`config.mk`:
```
export PLATFORM = sky130hd
export DESIGN_NAME = pin_irq_detector
export DESIGN_NICKNAME = d
export VERILOG_FILES = /design/src/rtl/pin_irq_pkg.sv /design/src/rtl/pin_irq_regfile.sv /design/src/rtl/pin_irq_detect.sv /design/src/rtl/pin_irq_flags.sv /design/src/rtl/pin_irq_detector.sv
export SDC_FILE = /design/constraint.sdc
export NUM_CORES = 1
export LEC_CHECK = 0
export BUFFER_PORTS_ARGS = -buffer_cell sky130_fd_sc_hd__buf_2
export CAP_MARGIN = 5
export CORE_ASPECT_RATIO = 1.25
export CORE_MARGIN = 1.5
export CORE_UTILIZATION = 45
export CTS_CLUSTER_SIZE = 16
export DETAILED_ROUTE_END_ITERATION = 8
export PLACE_DENSITY = 0.73
export SLEW_MARGIN = 20
export SYNTH_ARGS = -nofsm -noshare
export SYNTH_HDL_FRONTEND = slang
export SYNTH_SLANG_ARGS = --single-unit
export TNS_END_PERCENT = 30
```
`constraint.sdc`:
```
create_clock -name clk -period 1.66 [get_ports clk]
set_input_delay 0.083 -clock clk [delete_from_list [all_inputs] [get_ports clk]]
set_output_delay 0.083 -clock clk [all_outputs]
set_load 0.005 [all_outputs]
```
`src/rtl/pin_irq_pkg.sv`:
```
package pin_irq_pkg;
  localparam int MODE_W = 4;

  typedef enum logic [MODE_W-1:0] {
    MODE_OFF  = 4'h0,
    MODE_LOW  = 4'h8,
    MODE_RISE = 4'h9,
    MODE_FALL = 4'hA,
    MODE_ANY  = 4'hB,
    MODE_HIGH = 4'hC
  } irq_mode_e;
endpackage

```
`src/rtl/pin_irq_regfile.sv`:
```
module pin_irq_regfile
  import pin_irq_pkg::*;
#(
  parameter int NUM_PINS      = 32,
  parameter int ADDR_W        = 8,
  parameter int DATA_W        = 32,
  parameter int MODE_LSB      = 16,
  parameter int STATUS_OFFSET = 160
) (
  input  logic                               clk,
  input  logic                               rst_n,
  input  logic                               wr_en,
  input  logic [ADDR_W-1:0]                  addr,
  input  logic [DATA_W-1:0]                  wdata,
  input  logic [NUM_PINS-1:0]                status_i,
  output logic [NUM_PINS-1:0][MODE_W-1:0]    mode_o,
  output logic [NUM_PINS-1:0]                clr_o,
  output logic [DATA_W-1:0]                  rdata_o
);
  localparam logic [ADDR_W-1:0] STAT_ADDR = ADDR_W'(STATUS_OFFSET);

  logic [NUM_PINS-1:0][MODE_W-1:0] mode_q;
  logic                            stat_hit;

  assign stat_hit = (addr == STAT_ADDR);

  always_ff @(posedge clk or negedge rst_n) begin
    if (!rst_n) begin
      mode_q <= '0;
    end else if (wr_en) begin
      for (int n = 0; n < NUM_PINS; n++) begin
        if (addr == ADDR_W'(n * 4)) begin
          mode_q[n] <= wdata[MODE_LSB +: MODE_W];
        end
      end
    end
  end

  assign mode_o = mode_q;
  assign clr_o  = (wr_en && stat_hit) ? wdata[NUM_PINS-1:0] : '0;

  always_comb begin
    rdata_o = '0;
    if (stat_hit) begin
      rdata_o[NUM_PINS-1:0] = status_i;
    end
    for (int n = 0; n < NUM_PINS; n++) begin
      if (addr == ADDR_W'(n * 4)) begin
        rdata_o[MODE_LSB +: MODE_W] = mode_q[n];
      end
    end
  end

  for (genvar g = 0; g < NUM_PINS; g++) begin : g_chk
    AST_CTRL_WRITE_LANDS: assert property (@(posedge clk) disable iff (!rst_n)
      $past(rst_n && wr_en && (addr == ADDR_W'(g * 4)))
        |-> mode_q[g] == $past(wdata[MODE_LSB +: MODE_W]));
  end
endmodule

```
`src/rtl/pin_irq_detect.sv`:
```
module pin_irq_detect
  import pin_irq_pkg::*;
#(
  parameter int NUM_PINS = 32
) (
  input  logic                            clk,
  input  logic                            rst_n,
  input  logic [NUM_PINS-1:0]             pins_i,
  input  logic [NUM_PINS-1:0][MODE_W-1:0] mode_i,
  output logic [NUM_PINS-1:0]             event_o
);
  logic [NUM_PINS-1:0] prev_q;

  always_ff @(posedge clk or negedge rst_n) begin
    if (!rst_n) prev_q <= '0;
    else        prev_q <= pins_i;
  end

  for (genvar g = 0; g < NUM_PINS; g++) begin : g_pin
    logic cur;
    logic old;
    logic fire;

    assign cur = pins_i[g];
    assign old = prev_q[g];

    always_comb begin
      case (mode_i[g])
        MODE_LOW:  fire = !cur;
        MODE_HIGH: fire = cur;
        MODE_RISE: fire = cur && !old;
        MODE_FALL: fire = !cur && old;
        MODE_ANY:  fire = cur ^ old;
        default:   fire = 1'b0;
      endcase
    end

    assign event_o[g] = fire;

    AST_UNDEF_SILENT: assert property (@(posedge clk) disable iff (!rst_n)
      !mode_i[g][MODE_W-1] |-> !event_o[g]);
    AST_EDGE_NEEDS_CHANGE: assert property (@(posedge clk) disable iff (!rst_n)
      ((mode_i[g] == MODE_RISE || mode_i[g] == MODE_FALL || mode_i[g] == MODE_ANY)
        && event_o[g]) |-> pins_i[g] != $past(pins_i[g]));
  end
endmodule

```
`src/rtl/pin_irq_flags.sv`:
```
module pin_irq_flags #(
  parameter int NUM_PINS = 32
) (
  input  logic                clk,
  input  logic                rst_n,
  input  logic [NUM_PINS-1:0] event_i,
  input  logic [NUM_PINS-1:0] clr_i,
  output logic [NUM_PINS-1:0] flags_o,
  output logic                irq_o
);
  logic [NUM_PINS-1:0] flag_q;

  always_ff @(posedge clk or negedge rst_n) begin
    if (!rst_n) flag_q <= '0;
    else        flag_q <= (flag_q & ~clr_i) | event_i;
  end

  assign flags_o = flag_q;
  assign irq_o   = |flag_q;

  AST_FLAG_HAS_CAUSE: assert property (@(posedge clk) disable iff (!rst_n)
    (flag_q & ~$past(flag_q) & ~$past(event_i)) == '0);
  AST_EVENT_WINS: assert property (@(posedge clk) disable iff (!rst_n)
    ($past(event_i) & ~flag_q) == '0);
  AST_CLEAR_TAKES: assert property (@(posedge clk) disable iff (!rst_n)
    ($past(clr_i & ~event_i) & flag_q) == '0);
  AST_IRQ_HOLDS: assert property (@(posedge clk) disable iff (!rst_n)
    ($past(flag_q) != '0 && $past(clr_i) == '0) |-> irq_o);
endmodule

```
`src/rtl/pin_irq_detector.sv`:
```
module pin_irq_detector
  import pin_irq_pkg::*;
#(
  parameter int NUM_PINS      = 32,
  parameter int ADDR_W        = 8,
  parameter int DATA_W        = 32,
  parameter int MODE_LSB      = 16,
  parameter int STATUS_OFFSET = 160
) (
  input  logic                clk,
  input  logic                rst_n,
  input  logic [NUM_PINS-1:0] pins_i,
  input  logic                bus_wr_en,
  input  logic [ADDR_W-1:0]   bus_addr,
  input  logic [DATA_W-1:0]   bus_wdata,
  output logic [DATA_W-1:0]   bus_rdata,
  output logic [NUM_PINS-1:0] status_o,
  output logic                irq_o
);
  logic [NUM_PINS-1:0][MODE_W-1:0] mode;
  logic [NUM_PINS-1:0]             clr;
  logic [NUM_PINS-1:0]             evt;
  logic [NUM_PINS-1:0]             flags;

  pin_irq_regfile #(
    .NUM_PINS(NUM_PINS), .ADDR_W(ADDR_W), .DATA_W(DATA_W),
    .MODE_LSB(MODE_LSB), .STATUS_OFFSET(STATUS_OFFSET)
  ) u_regs (
    .clk(clk), .rst_n(rst_n), .wr_en(bus_wr_en), .addr(bus_addr),
    .wdata(bus_wdata), .status_i(flags), .mode_o(mode), .clr_o(clr),
    .rdata_o(bus_rdata)
  );

  pin_irq_detect #(.NUM_PINS(NUM_PINS)) u_detect (
    .clk(clk), .rst_n(rst_n), .pins_i(pins_i), .mode_i(mode), .event_o(evt)
  );

  pin_irq_flags #(.NUM_PINS(NUM_PINS)) u_flags (
    .clk(clk), .rst_n(rst_n), .event_i(evt), .clr_i(clr),
    .flags_o(flags), .irq_o(irq_o)
  );

  assign status_o = flags;
endmodule

```
==> metrics.yaml <==
fin_crit_sh_pct: 158
final_cell_mix: "buf_4 (211), dfrtp_1 (191), mux2_2 (130), buf_2 (130), inv_1 (127)"
place_congestion: 0.959
post-route-util_pct: 62.2
syn-cell-area_um2: 11500
syn_avg_cell_area_um2: 10.2
die-area_um2: 26400
tightest_slew_ps: 552
ys_seq_elements: 192
synth_nets: 1257
leakage_nw: 7.78
io_buffers: 139
synth.top_cell.area_share_pct: 41.9
num_antenna_cells: 0
syn_inst: 1118
vdd_drop_max_mv: 0.729
nNetsFinal: 1659
grt_max_degree: 58
grt_pass1_vias: 10500
start_util_pct: 45.6
antenna_found_initial: 1
syn2layout_area_growth_pct: 36.4
ios: 140
max_stage_delay_ps: 370
fin_ws_ps: -957
fin_crit_ps: 2620
busiest_layer: "met2"
clockBufferDepth: 2
start_kind: "flip-flop"
clk_pin_slew_ps: 70
ys_seq_area_share_pct: 41.9
synth_area_leaders: "dfrtp_1 (42%), mux2_2 (13%), ha_1 (7.0%), inv_1 (4.2%), mux2i_1 (3.2%)"
worstPathRequired_ps: 1580
cp_slowest_cell: "or3b_1"
clock_latency_ps: 440
critPathArrivalTime_ps: 2530
synth_top_cell_by_area: "dfrtp_1"
cpMostUsedCell: "o211ai_1"
grt.total_usage_pct: 27.7
maxSlewViolCount: 0
drtIter0Drc: 602
cts_tree: "done"
firstDrtPassIters: 5
synth_warnings: 0
grtUsageMet1_pct: 34.3
cp_max_fo: 2
dieWidth_um: 146
clkSinkCount: 192
yosysUniqueCellTypes: 67
layout-drive-gt1-share_pct: 37.8
htreeDepth: 4
viasPerCell: 5.50
gr-total-overflow: 0
fmax_ghz: 0.382
die_y_um: 181
power.density_nw_per_um2: 797
finalHoldViolCount: 0
postRouteAntennaNets: 0
dp_hpwl_um: 27500
failed_checks: "setup timing"
hold_ws_ps: 120
vias: 10300
async_flop_share_pct: 100
status: "complete, but fails checks"
hold_class: "in -> reg"
drcViolationCount: 0
grt_pass1_wl_um: 56900
wirelength_um: 36500
root_buffer: "clkbuf_16"
core.rowCount: 65
post-place-ws_ps: -598
wl_per_cell_um: 19.5
core_area_um2: 25100
grt_util_met2_pct: 48.3
worst-setup-path-type: "reg -> out"
final_common_cell: "buf_4"
slew_headroom_pct: 63.2
synth_edf_count: 0
cts_buffers: 17
end_kind: "primary output"
setup_viol: 60
rsz0062_at_grt: "yes"
synth_ff_type: "dfrtp_1"
clock_skew_ps: 7.80
grtUsageMet3_pct: 3.74
worstPathCellList: "or3b_1 > a2111oi_2 > a31oi_1 > o211ai_1 > a21oi_1 > o211ai_1 > a31o_1 > buf_2"
max_cap_violations: 0
[area by class of cell]
cell class	count	area (um2)
Clock buffer	17	425
Clock inverter	15	123
Fill cell	2007	9510
Inverter	128	480
Multi-Input combinational cell	750	6090
Sequential cell	192	4810
Tap cell	335	419
Timing Repair Buffer	431	3280
[through the flow]
| step | TNS [ps] | power (W) | cell area (um2) | instances |
|---|---|---|---|---|
| 2_1_floorplan | -770 | 0.00674 | 11500 | 1118 |
| 3_3_place_gp | -38290 | 0.00822 | 14100 | 1765 |
| 3_5_place_dp | -41220 | 0.00832 | 14100 | 1765 |
| 4_1_cts | -3950 | 0.0125 | 15400 | 1859 |
| 5_1_grt | -15040 | 0.0130 | 15600 | 1868 |
| 6_report | -12680 | 0.0125 | 15600 | 1868 |
[synth_stat cells (all sizes together), types with 5 or more instances]
library cell	count
o211ai	10
a221oi	7
nand3	17
o21ai	67
o22ai	14
nor2	64
nor3	9
a21oi	17
nand2	90
a311o	28
a211oi	5
buf	22
dfrtp	192
mux2	130
and2	32
mux2i	37
clkbuf	26
xor2	30
nand4	5
a32o	30
inv	128
ha	64
nor4	12
[state kept, by name, summed over array words and instances, names as in the netlist]
signal,count
u_regs.mode_o,128
u_detect.prev_q,32
u_flags.flags_o,32
[worst max-delay path: cells and delay by family, from the launching register on]
| family | cells | cell delay, ps |
|---|---|---|
| DFF | 1 | 350 |
| and+or+nand+nor | 1 | 370 |
| buffers and inverters | 1 | 120 |
| AOI/OAI and AO/OA | 6 | 1250 |
[layer usage]
layer	vias up	wire, um
li1	4808	-
met2	299	18300
met5	-	0
met1	5091	15300
met3	68	1640
met4	0	1270
[repair_timing]
action                     CTS  global route
hold buffers                61             0
pin swaps                   14             6
gates cloned                 0             2
hold endpoints to repair   117             0
resized for setup           22            46
setup buffers                1             8
setup endpoints to repair   37            68
[final timing paths]
| kind | from | endpoint | slack [ps] | cells past startpoint |
|---|---|---|---|---|
| worst max-delay path | u_regs.mode_o[0] | bus_rdata[16] | -960 | 8 |
| max in group asynchronous | rst_n | u_detect.prev_q[29] | 830 | 3 |
| worst min register to register | u_regs.mode_o[39] | u_regs.mode_o[39] | 530 | 1 |
| worst max register to register | u_regs.mode_o[46] | u_flags.flags_o[11] | 180 | 5 |
| min in group asynchronous | rst_n | u_detect.prev_q[11] | 180 | 2 |
| worst min-delay path | bus_wdata[17] | u_regs.mode_o[121] | 120 | 2 |
[power by group]
group          total, W  leakage, nW  switching, W  internal, W
clock           0.00394        0.270       0.00198      0.00196
sequential      0.00582         2.52      0.000640      0.00518
combinational   0.00269         4.99       0.00122      0.00146
[cells by family after synthesis]
group           after synthesis  share of synthesized area (%)
simple gates                265                           11.8
xor+xnor                     31                           2.37
fa+ha+maj                    64                           6.99
buf+inv                     176                           6.23
flops                       192                           41.9
compound gates              221                           14.3
mux                         169                           16.4
Note: power is estimated with default switching activity, not from simulation.
